==> src/rtl/pxc_pkg.sv <==
package pxc_pkg;

  localparam int PXC_MAXW = 32;

  typedef enum logic [1:0] {
    PXC_IDLE  = 2'd0,
    PXC_LOAD  = 2'd1,
    PXC_COUNT = 2'd2,
    PXC_SHIFT = 2'd3
  } pxc_op_e;

  // Successor of a Fibonacci state: every stage moves up one place, and
  // stage 1 receives XNOR of the two tap stages (taps numbered from 1).
  function automatic logic [PXC_MAXW-1:0] lfsr_succ(
      input logic [PXC_MAXW-1:0] cur, input int width,
      input int tap_hi, input int tap_lo);
    logic                fb;
    logic [PXC_MAXW-1:0] keep;
    fb   = ~(cur[tap_hi-1] ^ cur[tap_lo-1]);
    keep = (PXC_MAXW'(1) << width) - PXC_MAXW'(1);
    return ((cur << 1) | PXC_MAXW'(fb)) & keep;
  endfunction

  // The last state of the maximal sequence is the one whose successor
  // is the all-zero start state.
  function automatic logic is_terminal(
      input logic [PXC_MAXW-1:0] cur, input int width,
      input int tap_hi, input int tap_lo);
    return lfsr_succ(cur, width, tap_hi, tap_lo) == '0;
  endfunction

endpackage

==> src/rtl/pxc_pulse_sync.sv <==
module pxc_pulse_sync #(
  parameter int SYNC_STAGES = 2
) (
  input  logic clk,
  input  logic rst_n,
  input  logic pulse_async,
  output logic rise_evt
);
  localparam int LAST = SYNC_STAGES - 1;

  logic [SYNC_STAGES-1:0] sync_q;
  logic                   prev_q;

  genvar g;
  generate
    for (g = 0; g < SYNC_STAGES; g++) begin : g_sync
      if (g == 0) begin : g_first
        always_ff @(posedge clk or negedge rst_n) begin
          if (!rst_n) sync_q[0] <= 1'b0;
          else        sync_q[0] <= pulse_async;
        end
      end else begin : g_next
        always_ff @(posedge clk or negedge rst_n) begin
          if (!rst_n) sync_q[g] <= 1'b0;
          else        sync_q[g] <= sync_q[g-1];
        end
      end
    end
  endgenerate

  always_ff @(posedge clk or negedge rst_n) begin
    if (!rst_n) prev_q <= 1'b0;
    else        prev_q <= sync_q[LAST];
  end

  assign rise_evt = sync_q[LAST] & ~prev_q;

  // one detected edge gives a single-cycle event
  a_r4_single_event: assert property (@(posedge clk) disable iff (!rst_n)
    rise_evt |=> !rise_evt);

endmodule

==> src/rtl/pxc_mode_ctrl.sv <==
module pxc_mode_ctrl
  import pxc_pkg::*;
(
  input  logic    clk,
  input  logic    rst_n,
  input  logic    frame_ctl,
  input  logic    shift_en,
  input  logic    count_evt,
  output pxc_op_e op,
  output logic    count_live
);
  logic frame_q;
  logic start_fall;

  always_ff @(posedge clk or negedge rst_n) begin
    if (!rst_n) frame_q <= 1'b1;
    else        frame_q <= frame_ctl;
  end

  assign start_fall = frame_q & ~frame_ctl;
  assign count_live = ~frame_q & ~frame_ctl;

  always_comb begin
    op = PXC_IDLE;
    if (start_fall)              op = PXC_LOAD;
    else if (!frame_ctl)         op = count_evt ? PXC_COUNT : PXC_IDLE;
    else if (shift_en)           op = PXC_SHIFT;
  end

  // the clear happens once per exposure start
  a_r2_single_load: assert property (@(posedge clk) disable iff (!rst_n)
    (op == PXC_LOAD) |=> (op != PXC_LOAD));

  // no shifting while exposing
  a_r8_no_shift_in_exposure: assert property (@(posedge clk) disable iff (!rst_n)
    !frame_ctl |-> (op != PXC_SHIFT));

endmodule

==> src/rtl/pxc_shift_chain.sv <==
module pxc_shift_chain
  import pxc_pkg::*;
#(
  parameter int WIDTH    = 10,
  parameter int TAP_HI   = 10,
  parameter int TAP_LO   = 7,
  parameter bit SATURATE = 1'b1
) (
  input  logic             clk,
  input  logic             rst_n,
  input  pxc_op_e          op,
  input  logic             ser_in,
  input  logic             count_live,
  output logic [WIDTH-1:0] state_o
);
  localparam logic [WIDTH-1:0] ALL_ONES = {WIDTH{1'b1}};

  logic [WIDTH-1:0] state_q;
  logic [WIDTH-1:0] succ;
  logic             at_terminal;
  logic             hold_top;
  logic             first_in;
  logic [WIDTH-1:0] state_d;

  assign succ        = WIDTH'(lfsr_succ(PXC_MAXW'(state_q), WIDTH, TAP_HI, TAP_LO));
  assign at_terminal = is_terminal(PXC_MAXW'(state_q), WIDTH, TAP_HI, TAP_LO);

  generate
    if (SATURATE) begin : g_sat
      assign hold_top = at_terminal;
    end else begin : g_wrap
      assign hold_top = 1'b0;
    end
  endgenerate

  // Stage-1 input multiplexer: feedback in count mode, neighbour bit in shift mode.
  assign first_in = (op == PXC_SHIFT) ? ser_in : succ[0];

  always_comb begin
    state_d = state_q;
    unique case (op)
      PXC_LOAD:  state_d = '0;
      PXC_COUNT: if (!hold_top) state_d = {state_q[WIDTH-2:0], first_in};
      PXC_SHIFT: state_d = {state_q[WIDTH-2:0], first_in};
      default:   state_d = state_q;
    endcase
  end

  always_ff @(posedge clk or negedge rst_n) begin
    if (!rst_n) state_q <= '0;
    else        state_q <= state_d;
  end

  assign state_o = state_q;

  // exposure start clears the chain
  a_r2_clear_on_start: assert property (@(posedge clk) disable iff (!rst_n)
    (op == PXC_LOAD) |=> (state_q == '0));

  // a count step away from the end always moves the state
  a_r3_count_moves: assert property (@(posedge clk) disable iff (!rst_n)
    (op == PXC_COUNT && !at_terminal) |=> (state_q != $past(state_q)));

  // saturation holds the terminal state
  a_r5_sat_hold: assert property (@(posedge clk) disable iff (!rst_n)
    (SATURATE && op == PXC_COUNT && at_terminal) |=> $stable(state_q));

  // shift moves serial data in at stage 1 and up one place
  a_r6_shift_path: assert property (@(posedge clk) disable iff (!rst_n)
    (op == PXC_SHIFT) |=> (state_q[0] == $past(ser_in)) &&
                          (state_q[WIDTH-1] == $past(state_q[WIDTH-2])));

  // idle leaves the chain alone
  a_r7_idle_hold: assert property (@(posedge clk) disable iff (!rst_n)
    (op == PXC_IDLE) |=> $stable(state_q));

  // no lock-up state while counting from the cleared start
  a_r9_no_lockup: assert property (@(posedge clk) disable iff (!rst_n)
    count_live |-> (state_q != ALL_ONES));

endmodule

==> src/rtl/pixel_lfsr_counter.sv <==
module pixel_lfsr_counter
  import pxc_pkg::*;
#(
  parameter int WIDTH       = 10,
  parameter int TAP_HI      = 10,
  parameter int TAP_LO      = 7,
  parameter int SYNC_STAGES = 2,
  parameter bit SATURATE    = 1'b1
) (
  input  logic clk,
  input  logic rst_n,
  input  logic pulse_in,
  input  logic frame_ctl,
  input  logic shift_en,
  input  logic ser_in,
  output logic ser_out
);
  localparam int MSB = WIDTH - 1;

  logic             count_evt;
  logic             count_live;
  pxc_op_e          op;
  logic [WIDTH-1:0] chain_state;

  pxc_pulse_sync #(.SYNC_STAGES(SYNC_STAGES)) u_sync (
    .clk        (clk),
    .rst_n      (rst_n),
    .pulse_async(pulse_in),
    .rise_evt   (count_evt)
  );

  pxc_mode_ctrl u_ctrl (
    .clk       (clk),
    .rst_n     (rst_n),
    .frame_ctl (frame_ctl),
    .shift_en  (shift_en),
    .count_evt (count_evt),
    .op        (op),
    .count_live(count_live)
  );

  pxc_shift_chain #(
    .WIDTH   (WIDTH),
    .TAP_HI  (TAP_HI),
    .TAP_LO  (TAP_LO),
    .SATURATE(SATURATE)
  ) u_chain (
    .clk       (clk),
    .rst_n     (rst_n),
    .op        (op),
    .ser_in    (ser_in),
    .count_live(count_live),
    .state_o   (chain_state)
  );

  assign ser_out = chain_state[MSB];

  // with readout paused the serial output does not change
  a_r7_ser_out_stable: assert property (@(posedge clk) disable iff (!rst_n)
    (frame_ctl && $past(frame_ctl) && !$past(shift_en)) |-> $stable(ser_out));

endmodule

==> config.mk <==
export PLATFORM = sky130hd
export DESIGN_NAME = pixel_lfsr_counter
export DESIGN_NICKNAME = d
export VERILOG_FILES = /design/src/rtl/pxc_pkg.sv /design/src/rtl/pxc_pulse_sync.sv /design/src/rtl/pxc_mode_ctrl.sv /design/src/rtl/pxc_shift_chain.sv /design/src/rtl/pixel_lfsr_counter.sv
export SDC_FILE = /design/constraint.sdc
export NUM_CORES = 1
export LEC_CHECK = 0
export ABC_AREA = 1
export ABC_CLOCK_PERIOD_IN_PS = 2700
export BUFFER_PORTS_ARGS = -buffer_cell sky130_fd_sc_hd__buf_2
export CORE_UTILIZATION = 33
export DETAILED_ROUTE_END_ITERATION = 8
export SLEW_MARGIN = 20
export SYNTH_ARGS = -nofsm -noshare
export SYNTH_HDL_FRONTEND = slang
export SYNTH_HIERARCHICAL = 1
export SYNTH_SLANG_ARGS = --single-unit
==> constraint.sdc <==
create_clock -name clk -period 2.7 [get_ports clk]
set_input_delay 0.81 -clock clk [delete_from_list [all_inputs] [get_ports clk]]
set_output_delay 0.81 -clock clk [all_outputs]
set_load 0.1 [all_outputs]
==> results.ini, run 1 <==
[outcome]
outcome=complete, but fails checks
violations=design-rule violations

[final_layout]
drive_above_1_share=0.175
diodes=0
areaGrowthSynthToFinish_pct=14.0
final_area_um2=693
multiInputGateArea_um2=221
nFillCells=187
register_area_um2=352
utilization=0.401
fin_nets=87

[worst_setup_path]
worstSetupEndpointType=primary output
reg2reg_slack_ns=1.28
worstPathMaxFanout=4
crit_end=ser_out
crit_chain=buf_2
slowest_delay_ns=0.44
crit_start=u_chain/state_o[9]
cp_slowest_cell=buf_2
worstReg2RegStart=u_ctrl/frame_q
cp_num_cells=1
timing.rr.end=u_chain/state_o[0]
crit_type=reg2out
required_ns=1.89
crit_buf_inv=1
r2r_cells=6
worstPathArrival_ns=1.09
startpoint_type=register
critical-path-top-delay-family=buffers and inverters

[timing]
hold_violations=0
finClkSkew_ns=0.00288
period_needed_ns=1.90
finalSetupViolations=0
fin_crit_sh=0.705
timing.slew.headroom=0.681
setup_tns_ns=0
tightest_slew_ns=0.482
slew_violations=0
max_freq_ghz=0.526
hold_slack_ns=0.354
rsz0062_at_grt=false

[clock_tree]
cts_num_sinks=14
cts-root-buf=clkbuf_4
cts_max_level=1
postCtsResizedCells=0
cts_setup_buffers=0
clockBufferDepth=2
clock_latency_ns=0.27
numCtsBuffers=3
cts_hold_buffers=0
path_clk_slew_ns=0.08
tritoncts=built

[global_routing]
grt_max_degree=15
grt_pass1_wl_mm=1.68
grt-ovfl-total=0
grt_pass1_vias=385
grt_antenna_before_repair=0
grt_use_total=0.116

[power_and_ir_drop]
leakage_nw=0.380
vdd_drop_max_mv=0.264
p_per_area_mw_per_mm2=585
total_power_mw=0.405

[flow_run]
cap_viol_max_count=0

[drt]
routed_wl_um=960
drt_iter0_drc=12
drtPass1Iterations=6
via_count=448
viasPerCell=4.27
ant_nets=0
drc=2
wl_per_cell_um=9.14

[yosys]
synth_area_um2=608
synthTopCellsByArea=dfrtp_1, nand2_1, nand3_1
synthCells=72
yosys_warnings=6
syn_area_per_cell_um2=8.45
synth_top_area_frac=0.535
synth.net_count=78
synth_seq_cells=14
yosysSeqAreaShare=0.578
ys_types=13
yosysTopAreaCell=dfrtp_1

[floorplan]
start_util=0.352
die_area_mm2=0.00202
ios=7
core_mm2=0.00173
die_width_um=44.9
die_h_um=44.9
rows=15

[placed_design]
numPortBuffers=6
place_congestion=0.752
placed_area_um2=657
dp.final_hpwl_um=719

[min_path]
hp-class=reg2reg

## layout by cell type (no fill, tap or decap)
master / Yosys / layout
o21ai_0: 2 / 2
inv_1: 6 / 6
buf_2: 1 / 6
dfrtp_1: 13 / 13
nand2_4: 1 / 1
nand2_1: 28 / 28
clkbuf_8: 0 / 1
dfstp_2: 1 / 1
nor2_2: 2 / 2
or2_1: 1 / 1
o21a_1: 1 / 1
clkbuf_4: 1 / 3
nor2_1: 5 / 5
nand3_1: 10 / 10
## metal layers
layer / global-route usage / routed length (µm) / vias to the layer above
met3: 0.0240 / 22 / 2
met1: 0.168 / 465 / 201
li1: - / - / 239
met4: 0.0545 / 14 / 0
met2: 0.165 / 458 / 6
met5: 0 / 0 / -
## where the power goes
group / leakage, nW / switching [mW] / internal (mW)
clock: 0.0210 / 0.0633 / 0.0818
combinational: 0.177 / 0.0227 / 0.0118
sequential: 0.183 / 0.00624 / 0.219
total: 0.380 / 0.0923 / 0.313
## worst min path at each step
stage                                start                to  slack [ns]  cells past startpoint
after floorplan           u_sync/sync_q[0]  u_sync/sync_q[1]        0.33                      0
after global placement    u_sync/sync_q[0]  u_sync/sync_q[1]        0.34                      0
after detailed placement  u_sync/sync_q[0]  u_sync/sync_q[1]        0.34                      0
after CTS                 u_sync/sync_q[0]  u_sync/sync_q[1]        0.36                      0
after global routing      u_sync/sync_q[0]  u_sync/sync_q[1]        0.36                      0
final                     u_sync/sync_q[0]  u_sync/sync_q[1]        0.35                      0
## area by class of cell
cell class              instances  area share
clock buffers                   4      0.0523
inverters                       6      0.0325
multi-input cells              50       0.319
flip-flops and latches         14       0.507
well taps                      25      0.0451
repair buffers                  6      0.0433
## state kept, by name (all words and copies together), names as in the netlist
name,cells
u_chain/state_o,10
u_sync/sync_q,2
u_ctrl/frame_q,1
u_sync/prev_q,1
## kinds of logic after synthesis
family                 after synthesis  synth area share
buffers and inverters                8            0.0576
AOI/OAI and AO/OA                    3            0.0288
DFF                                 14             0.578
and+or+nand+nor                     47             0.335
## cell usage after synthesis
cell      instances
nor2_2            2
clkbuf_4          1
dfstp_2           1
inv_1             6
o21ai_0           2
nand2_1          28
or2_1             1
o21a_1            1
dfrtp_1          13
buf_2             1
nor2_1            5
nand3_1          10
nand2_4           1
## through the flow
stage | instances | worst slack (ns)
floorplan | 72 | 0.964
global placement | 101 | 0.929
detailed placement | 101 | 0.884
CTS | 105 | 0.778
global route | 105 | 0.744
finish | 105 | 0.798
No activity file was read; power rests on OpenSTA's default activity.
==> run 2: changes to the inputs <==
- ABC_AREA: 1 -> 0
- ABC_CLOCK_PERIOD_IN_PS: 2700 -> 1800
- clock period: 2.7 -> 1.8 ns (I/O delays scaled with it)
==> results.ini, run 2 <==
[power_and_ir_drop]
total_power_mw=0.567  ; +40%
pwr-share-seq=0.592  ; +0.035
p_comb_frac=0.092  ; +0.007
clockPowerShare=0.316  ; -0.042
leakage_nw=0.314  ; -18%
vdd_drop_max_mv=0.417  ; +58%
p_int_mw=0.435  ; +39%
power.switching_mw=0.132  ; +43%
switching_share=0.233  ; +0.00551
p_per_area_mw_per_mm2=870  ; +49%

[floorplan]
die_h_um=43.7  ; -2.8%
rows=14  ; -1
ios=7  ; unchanged
die_area_mm2=0.00191  ; -5.5%
start_util=0.368  ; +0.0154
core_mm2=0.00156  ; -9.7%
die_width_um=43.7  ; -2.8%

[yosys]
yosysTopAreaCell=dfrtp_1
synth.net_count=55  ; -29%
synth_compound_area_frac=0.162  ; +0.133
yosys_warnings=6  ; unchanged
synthCells=49  ; -32%
synth.top_cells.by_count=dfrtp_1, nand2_1, o21ai_0
yosysSeqAreaShare=0.614  ; +0.0353
synth_mux_area_frac=0.0262  ; +0.0262
synth_area_um2=573  ; -5.8%
synthSimpleGateAreaFrac=0.168  ; -0.167
synthAdderAreaFrac=0  ; unchanged
synthTopCellsByArea=dfrtp_1, nand2_1, dfstp_2
async_flop_share=1.00  ; unchanged
syn_area_per_cell_um2=11.7  ; +38%
synth_edf_count=0  ; unchanged
ys_types=20  ; +7
yosysMostFrequentCell=dfrtp_1
synth_seq_cells=14  ; unchanged
synth_top_family_by_area=simple AND/OR/NAND/NOR gates
synth_top_area_frac=0.568  ; +0.0327
synth_xor_area_frac=0.0153  ; +0.0153
synth_ff_type=dfrtp_1

[worst_setup_path]
timing.rr.end=u_chain/state_o[7]
required_ns=1.26  ; -0.63 ns
reg2reg_slack_ns=0.43  ; -0.85 ns
worstPathMaxFanout=3  ; -1
critical-path-top-delay-family=buffers and inverters
worstSetupEndpointType=primary output
crit_buf_inv=1  ; unchanged
crit_type=reg2out
cp_slowest_cell=buf_2
startpoint_type=register
slowest_delay_ns=0.44  ; about the same
worstReg2RegStart=u_ctrl/frame_q
r2r_cells=4  ; -2
worstPathArrival_ns=1.10  ; about the same
crit_chain=buf_2

[final_layout]
final_cell_mix=dfrtp_1, nand2_1, buf_2
drive_above_1_share=0.288  ; +0.113
diodes=0  ; unchanged
final_common_cell=dfrtp_1
largest_reg_flops=10  ; unchanged
fin_nets=66  ; -24%
areaGrowthSynthToFinish_pct=13.8

[timing]
hold_violations=0  ; unchanged
finClkSkew_ns=0.00512  ; +0.00224 ns
fin_crit_sh=0.909
timing.slew.headroom=0.680  ; -0.000913
finalSetupViolations=0  ; unchanged
slew_violations=0  ; unchanged
setup_tns_ns=0  ; unchanged
period_needed_ns=1.64
tightest_slew_ns=0.483  ; +0.00138 ns
rsz0062_at_grt=false
max_freq_ghz=0.611

[drt]
drt_iter0_drc=2  ; -10
ant_nets=0  ; unchanged
via_count=386  ; -14%
routed_wl_um=986  ; +2.7%
wl_per_cell_um=13.1  ; +44%
viasPerCell=5.15  ; +21%
drc=0  ; -2
drtPass1Iterations=2  ; -4

[clock_tree]
cts_max_level=1  ; unchanged
clockBufferDepth=2  ; unchanged
postCtsResizedCells=0  ; unchanged
numCtsBuffers=3  ; unchanged
cts_hold_buffers=0  ; unchanged
cts_num_sinks=14  ; unchanged
cts_setup_buffers=0  ; unchanged
tritoncts=built
path_clk_slew_ns=0.08  ; about the same
clock_latency_ns=0.27  ; about the same
cts-root-buf=clkbuf_4

[outcome]
outcome=completed

[placed_design]
dp.final_hpwl_um=685  ; -4.7%
numPortBuffers=6  ; unchanged
place_congestion=0.739  ; -1.8%

[global_routing]
grt_antenna_before_repair=0  ; unchanged
grt_pass1_vias=399  ; +3.6%
grt_max_degree=15  ; unchanged
grt_pass1_wl_mm=1.73  ; +2.9%
grt_use_total=0.133  ; +0.0170
grt-ovfl-total=0  ; unchanged

[min_path]
hp-class=in2async

[flow_run]
cap_viol_max_count=0  ; unchanged

[run 2: changes by cell type in the layout (fill, tap and decap cells not counted), sizes merged, moves of 4 or more]
| cell | change |
|---|---|
| nand3 | -10 |
| a22o | +5 |
| inv | -5 |
| o21ai | +4 |
| nor2 | -4 |
| nand2 | -19 |
[run 2: power by group through the flow]
| stage | logic (mW) | clock network (mW) | registers [mW] |
|---|---|---|---|
| CTS | 0.0531 | 0.189 | 0.336 |
| global route | 0.0594 | 0.201 | 0.337 |
| detailed placement | 0.0521 | 0 | 0.342 |
| global placement | 0.0520 | 0 | 0.341 |
| floorplan | 0.0316 | 0 | 0.340 |
| finish | 0.0524 | 0.179 | 0.335 |
[run 2: layout make-up]
type | count | area (µm²)
clock buffer | 4 | 26.3
fill | 156 | 907
inverter | 1 | 3.75
multi-input combinational | 33 | 213
sequential | 14 | 352
tap | 16 | 20.0
timing repair buffer | 7 | 37.5
[run 2: through the flow]
step	area [µm²]	setup slack (ns)	hold WS, ns	util	std cells
6_report	652	0.165	0.141	0.418	75
5_1_grt	652	0.123	0.160	0.418	75
4_1_cts	652	0.147	0.145	0.418	75
3_5_place_dp	626	0.254	0.337	0.401	71
3_3_place_gp	626	0.289	0.333	0.401	71
2_1_floorplan	573	0.291	0.244	-	49
[run 2: kinds of logic after synthesis]
group           count (synthesis)
compound gates                 13
xor+xnor                        1
buf+inv                         2
flops                          14
mux                             1
simple gates                   18
[run 2: worst max-delay path by stage]
stage / cells after the start / endpoint / start
6_report: 1 / ser_out / u_chain/state_o[9]
5_1_grt: 1 / ser_out / u_chain/state_o[9]
4_1_cts: 1 / ser_out / u_chain/state_o[9]
3_5_place_dp: 6 / u_chain/state_o[9] / frame_ctl
3_3_place_gp: 6 / u_chain/state_o[9] / frame_ctl
2_1_floorplan: 3 / u_chain/state_o[0] / u_chain/state_o[9]
[run 2: worst reg2reg max path, delay by kind of cell (launching register included)]
family | cells | cell delay [ns]
and+or+nand+nor | 2 | 0.34
DFF | 1 | 0.54
AOI/OAI and AO/OA | 2 | 0.45
[run 2: layer usage]
metal,GRT usage,routed length [µm],vias up,share of wire
met5,0,0,-,0
met4,0.125,33,0,0.033
met3,0.0375,27,4,0.027
met2,0.185,433,6,0.44
met1,0.164,492,186,0.50
li1,-,-,190,-
